File: config.mk
export PLATFORM = sky130hd
export DESIGN_NAME = spinlock_bank
export DESIGN_NICKNAME = d
export VERILOG_FILES = /design/src/rtl/slk_pkg.sv /design/src/rtl/slk_arbiter.sv /design/src/rtl/slk_lock_cell.sv /design/src/rtl/slk_read_return.sv /design/src/rtl/spinlock_bank.sv
export SDC_FILE = /design/constraint.sdc
export NUM_CORES = 1
export LEC_CHECK = 0
export BUFFER_PORTS_ARGS = -buffer_cell sky130_fd_sc_hd__buf_4
export CAP_MARGIN = 5
export CORE_MARGIN = 2
export CORE_UTILIZATION = 35
export CTS_BUF_LIST = sky130_fd_sc_hd__clkbuf_4 sky130_fd_sc_hd__clkbuf_8 sky130_fd_sc_hd__clkbuf_16
export DETAILED_ROUTE_END_ITERATION = 8
export PLACE_DENSITY_LB_ADDON = 0.05
export SKIP_CTS_REPAIR_TIMING = 1
export SLEW_MARGIN = 20
export SYNTH_ARGS = -nofsm -noshare
export SYNTH_HDL_FRONTEND = slang
export SYNTH_SLANG_ARGS = --single-unit
File: constraint.sdc
create_clock -name clk_i -period 1.77 [get_ports clk_i]
set_input_delay 0.354 -clock clk_i [delete_from_list [all_inputs] [get_ports clk_i]]
set_output_delay 0.354 -clock clk_i [all_outputs]
set_load 0.02 [all_outputs]
File: src/rtl/slk_pkg.sv
package slk_pkg;

  // Index of the lowest set bit, 0 when none is set.
  function automatic int unsigned lowest_index(input logic [31:0] vec);
    int unsigned idx;
    idx = 0;
    for (int i = 31; i >= 0; i--) begin
      if (vec[i]) idx = i;
    end
    return idx;
  endfunction

  // Mask with every bit below position n set.
  function automatic logic [31:0] below_mask(input int unsigned n);
    return (32'h1 << n) - 32'h1;
  endfunction

endpackage

File: src/rtl/slk_arbiter.sv
module slk_arbiter #(
  parameter int NUM_PORTS = 2,
  parameter int PORT_W    = 1
) (
  input  logic [NUM_PORTS-1:0] req_i,
  output logic [NUM_PORTS-1:0] grant_o,
  output logic [PORT_W-1:0]    winner_o,
  output logic                 any_o
);

  logic [PORT_W-1:0] winner;

  assign any_o    = |req_i;
  assign winner   = PORT_W'(slk_pkg::lowest_index(32'(req_i)));
  assign winner_o = winner;

  always_comb begin
    for (int p = 0; p < NUM_PORTS; p++) begin
      grant_o[p] = any_o && (winner == PORT_W'(p));
    end
  end

endmodule

File: src/rtl/slk_lock_cell.sv
module slk_lock_cell #(
  parameter int NUM_PORTS = 2,
  parameter int PORT_W    = 1
) (
  input  logic                 clk_i,
  input  logic                 rst_ni,
  input  logic [NUM_PORTS-1:0] rd_hit_i,
  input  logic [NUM_PORTS-1:0] wr_hit_i,
  output logic [NUM_PORTS-1:0] grant_o
);

  logic              held_q;
  logic [PORT_W-1:0] owner_q;

  // Named internal events
  logic [NUM_PORTS-1:0] take_req;
  logic [PORT_W-1:0]    winner;
  logic                 acquire;
  logic                 release_ok;

  assign take_req = held_q ? '0 : rd_hit_i;

  slk_arbiter #(
    .NUM_PORTS (NUM_PORTS),
    .PORT_W    (PORT_W)
  ) arb_i (
    .req_i    (take_req),
    .grant_o  (grant_o),
    .winner_o (winner),
    .any_o    (acquire)
  );

  assign release_ok = held_q && wr_hit_i[owner_q];

  always_ff @(posedge clk_i or negedge rst_ni) begin
    if (!rst_ni) begin
      held_q  <= 1'b0;
      owner_q <= '0;
    end else if (acquire) begin
      held_q  <= 1'b1;
      owner_q <= winner;
    end else if (release_ok) begin
      held_q  <= 1'b0;
      owner_q <= '0;
    end
  end

  assert_acquire_owner_R2: assert property (@(posedge clk_i) disable iff (!rst_ni)
    acquire |=> held_q && (owner_q == $past(winner)));

  assert_held_read_keeps_R3: assert property (@(posedge clk_i) disable iff (!rst_ni)
    (held_q && !release_ok) |=> held_q && $stable(owner_q));

  assert_no_take_when_held_R3: assert property (@(posedge clk_i) disable iff (!rst_ni)
    held_q |-> (grant_o == '0));

  assert_owner_release_R4: assert property (@(posedge clk_i) disable iff (!rst_ni)
    release_ok |=> !held_q);

  assert_foreign_write_ignored_R5: assert property (@(posedge clk_i) disable iff (!rst_ni)
    (held_q && !wr_hit_i[owner_q]) |=> held_q);

  assert_single_winner_R6: assert property (@(posedge clk_i) disable iff (!rst_ni)
    $onehot0(grant_o));

  assert_lowest_wins_R6: assert property (@(posedge clk_i) disable iff (!rst_ni)
    acquire |-> ((32'(rd_hit_i) & slk_pkg::below_mask(32'(winner))) == 32'h0));

endmodule

File: src/rtl/slk_read_return.sv
module slk_read_return #(
  parameter int NUM_PORTS = 2,
  parameter int DATA_W    = 32
) (
  input  logic                        clk_i,
  input  logic                        rst_ni,
  input  logic [NUM_PORTS-1:0]        took_i,
  output logic [NUM_PORTS*DATA_W-1:0] rdata_o
);

  logic [NUM_PORTS-1:0] took_q;

  always_ff @(posedge clk_i or negedge rst_ni) begin
    if (!rst_ni) took_q <= '0;
    else         took_q <= took_i;
  end

  for (genvar p = 0; p < NUM_PORTS; p++) begin : g_word
    assign rdata_o[p*DATA_W +: DATA_W] = DATA_W'(took_q[p]);
  end

endmodule

File: src/rtl/spinlock_bank.sv
module spinlock_bank #(
  parameter int NUM_PORTS = 2,
  parameter int NUM_LOCKS = 16,
  parameter int DATA_W    = 32,
  localparam int IDX_W    = (NUM_LOCKS > 1) ? $clog2(NUM_LOCKS) : 1,
  localparam int PORT_W   = (NUM_PORTS > 1) ? $clog2(NUM_PORTS) : 1
) (
  input  logic                        clk_i,
  input  logic                        rst_ni,
  input  logic [NUM_PORTS*IDX_W-1:0]  port_addr_i,
  input  logic [NUM_PORTS-1:0]        port_rd_i,
  input  logic [NUM_PORTS-1:0]        port_wr_i,
  output logic [NUM_PORTS*DATA_W-1:0] port_rdata_o
);

  logic [NUM_PORTS-1:0] rd_hit    [NUM_LOCKS];
  logic [NUM_PORTS-1:0] wr_hit    [NUM_LOCKS];
  logic [NUM_PORTS-1:0] grant_mat [NUM_LOCKS];
  logic [NUM_PORTS-1:0] port_took;

  // Address decode: which port targets which lock
  always_comb begin
    for (int l = 0; l < NUM_LOCKS; l++) begin
      for (int p = 0; p < NUM_PORTS; p++) begin
        rd_hit[l][p] = port_rd_i[p] && (port_addr_i[p*IDX_W +: IDX_W] == IDX_W'(l));
        wr_hit[l][p] = port_wr_i[p] && (port_addr_i[p*IDX_W +: IDX_W] == IDX_W'(l));
      end
    end
  end

  for (genvar l = 0; l < NUM_LOCKS; l++) begin : g_lock
    slk_lock_cell #(
      .NUM_PORTS (NUM_PORTS),
      .PORT_W    (PORT_W)
    ) cell_i (
      .clk_i    (clk_i),
      .rst_ni   (rst_ni),
      .rd_hit_i (rd_hit[l]),
      .wr_hit_i (wr_hit[l]),
      .grant_o  (grant_mat[l])
    );
  end

  // Collect per-port success across locks
  always_comb begin
    for (int p = 0; p < NUM_PORTS; p++) begin
      port_took[p] = 1'b0;
      for (int l = 0; l < NUM_LOCKS; l++) begin
        port_took[p] = port_took[p] | grant_mat[l][p];
      end
    end
  end

  slk_read_return #(
    .NUM_PORTS (NUM_PORTS),
    .DATA_W    (DATA_W)
  ) ret_i (
    .clk_i   (clk_i),
    .rst_ni  (rst_ni),
    .took_i  (port_took),
    .rdata_o (port_rdata_o)
  );

  for (genvar p = 0; p < NUM_PORTS; p++) begin : g_chk
    assert_rdata_after_read_R8: assert property (@(posedge clk_i) disable iff (!rst_ni)
      (port_rdata_o[p*DATA_W +: DATA_W] != '0) |-> $past(port_rd_i[p]));

    assert_rdata_is_bit_R2: assert property (@(posedge clk_i) disable iff (!rst_ni)
      port_rdata_o[p*DATA_W +: DATA_W] <= DATA_W'(1));
  end

endmodule

==> results_dict.tcl <==
set metrics [dict create \
    status "finished, final reports clean" \
    clockBufferDepth 2 \
    peakVddDrop_v 0.000447 \
    grt_use_total_pct 20.5 \
    critPathRequiredTime_ns 1.92 \
    synth_cells 347 \
    min_period_ns 1.55 \
    gp_congestion 0.887 \
    drtPass1Iterations 5 \
    grt_pass1_vias 2382 \
    rsz0062_at_grt "no" \
    io_buffers 15 \
    cts-root-buf "clkbuf_8" \
    post-route-period-util_pct 87.5 \
    power_per_cell_area_nw_per_um2 935 \
    maxSlewViolCount 0 \
    reg2reg_to "ret_i.took_q[1]" \
    fin_nets 421 \
    fin_tns_setup_ns 0 \
    r2r_start "g_lock[9].cell_i.held_q" \
    fin_area_sq_um 3140 \
    htree_levels 2 \
    wl_um 8210 \
    critPathSlowestCell "or3b_4" \
    wl_per_cell_um 16.1 \
    avgSynthCellArea_sq_um 7.82 \
    netlist_area_sq_um 2720 \
    cp-end-kind "flip-flop" \
    synth_flop_cell "dfrtp_1" \
    leakage_nw 1.37 \
    vias_per_cell 4.95 \
    ys_seq_elements 34 \
    grt_max_degree 35 \
    crit_start "port_addr_i[0]" \
    dp_hpwl_um 6570 \
    die_w_um 92.1 \
    tightest_slew_ns 0.566 \
    arrival_ns 1.70 \
    num_io_pins 78 \
    ant_nets 0 \
    drv_cap 0 \
    die_h_um 92.1 \
    worst_hold_path_type "in -> async" \
    yosysSeqAreaShare_pct 31.3 \
    drt-initial-drc-count 173 \
    drive_gt1_share_pct 20.3 \
    start_util_pct 35.7 \
    place_area_sq_um 3050 \
    worst_hold_slack_ns 0.0129 \
    r2r_cells 4 \
    antenna_cells 0 \
    timing.slew.headroom_pct 62.2 \
    num_vias 2525 \
    core_sq_um 7610 \
    grt_pass1_wl_um 13300 \
    crit_path_max_fanout 14 \
    antenna_found_initial 0 \
    floorplan.die_area_sq_um 8480 \
    multi_input_area_sq_um 1560 \
    insertion_delay_ns 0.29 \
    ff2ff_setup_slack_ns 0.40 \
    crit_chain "buf_4 > or3b_4 > nor2_4 > nor4_1 > a2111oi_2 > nand4_1" \
    synth_cell_types 47 \
    clkTransAtPathRegs_ns 0.07 \
    async_flop_share_pct 100 \
    criticalPathCategory "in -> reg" \
    yosys_warnings 0 \
    finalWorstSetupSlack_ns 0.222 \
    cp-start-kind "input port" \
    setup-violations-final 0 \
    overflow 0 \
    dp_slack_ns -0.0993 \
    stdcell_count 510 \
    fmax_mhz 646 \
    synth_edf_count 0 \
    cts_tree "yes" \
    regArea_sq_um 851 \
    hold_viol 0 \
    drc_errors 0 \
    fin_worst_skew_ns 0.00399 \
    cp_slowest_stage_delay_ns 0.45 \
    syn_to_final_growth_pct 15.8 \
    clock_sinks 34 \
    n_fill_cell 794 \
    cts_buffers 5 \
    placedCellCount 502 \
    rows 32 \
]
## Yosys cell counts, types with 3 or more instances
library cell,number,share of area (%)
clkbuf_1,5,0.69
o311ai_0,10,3.2
o31ai_1,4,1.1
nand2_1,31,4.3
nand3b_1,6,1.7
dfrtp_1,34,31
nand2b_1,7,1.6
o21ai_0,22,4.1
nor4_1,5,1.2
nor2_1,51,7.1
buf_2,7,1.3
a211oi_1,4,1.1
buf_4,63,17
nand3_1,5,0.92
o22ai_1,5,1.2
nand4_1,4,0.92
a21o_1,5,1.4
a22o_1,4,1.3
nor3_1,13,2.4
a21oi_1,24,4.4
nor3b_1,3,0.83
## stage by stage
stage | util [%] | power [mW]
2_1_floorplan | - | 2.05
3_3_place_gp | 40.1 | 2.33
3_5_place_dp | 40.1 | 2.32
4_1_cts | 41.3 | 2.97
5_1_grt | 41.3 | 3.17
6_report | 41.3 | 2.94
## worst max-delay path, delay by kind of cell
kind | cells | cell delay, ns
and+or+nand+nor | 4 | 0.78
buffers and inverters | 1 | 0.17
AOI/OAI and AO/OA | 1 | 0.39
## power breakdown
| group | internal, mW | switching, mW |
|---|---|---|
| Combinational | 0.371 | 0.507 |
| Clock | 0.330 | 0.298 |
| Sequential | 1.09 | 0.348 |
| Total | 1.79 | 1.15 |
## layout by cell type, fill, tap and decap left out, types with 2 or more instances in the layout
| cell | count |
|---|---|
| a2111oi_2 | 2 |
| a211oi_1 | 4 |
| a21o_1 | 5 |
| a21oi_1 | 24 |
| a22o_1 | 4 |
| a31oi_1 | 2 |
| buf_4 | 67 |
| clkbuf_8 | 6 |
| conb_1 | 62 |
| dfrtp_1 | 34 |
| inv_1 | 2 |
| mux2_2 | 2 |
| nand2_1 | 31 |
| nand2b_1 | 7 |
| nand3_1 | 5 |
| nand3b_1 | 6 |
| nand4_1 | 4 |
| nor2_1 | 51 |
| nor2b_1 | 2 |
| nor3_1 | 13 |
| nor3b_1 | 3 |
| nor4_1 | 5 |
| o21ai_0 | 22 |
| o22ai_1 | 5 |
| o311ai_0 | 10 |
| o31ai_1 | 4 |
| o32a_1 | 2 |
| o41ai_1 | 2 |
| or2_1 | 2 |
| or4_1 | 2 |
## worst max path at each step
stage / to / slack (ns) / cells after the start
after floorplan: ret_i.took_q[1] / 0.18 / 6
after global placement: ret_i.took_q[1] / -0.06 / 8
after detailed placement: ret_i.took_q[1] / -0.1 / 7
after CTS: ret_i.took_q[1] / 0.21 / 7
after global routing: ret_i.took_q[1] / 0.16 / 7
final: ret_i.took_q[1] / 0.22 / 6
## cell type report
type / count / share of cell area, %
multi-input cells: 297 / 49.6
flip-flops and latches: 34 / 27.1
repair buffers: 67 / 16.0
well taps: 102 / 4.06
clock buffers: 7 / 2.87
inverters: 2 / 0.239
clock inverters: 1 / 0.159
## registers in the layout, summed over array words and instances, names as in the netlist
register	count
ret_i.took_q	2
g_lock.cell_i.held_q	16
g_lock.cell_i.owner_q	16
## routing by layer
layer / wire length (um) / global-route usage, % / vias up
met5: 0 / 0 / -
met4: 19 / 2.99 / 0
met3: 396 / 2.71 / 4
met2: 3920 / 33.9 / 84
met1: 3880 / 29.3 / 1185
li1: - / - / 1252
## logic make-up (layout without fill, tap and decap cells)
kind of cell / count (synthesis) / in the layout / share of synthesized area (%)
AND/OR/NAND/NOR: 140 / 140 / 25.2
flip-flops: 34 / 34 / 31.3
multiplexers: 2 / 2 / 0.829
other: 1 / 62 / 0.138
buffers and inverters: 77 / 77 / 19.7
AO/OA/AOI/OAI: 93 / 93 / 22.9
No activity file was read; power rests on OpenSTA's default activity.
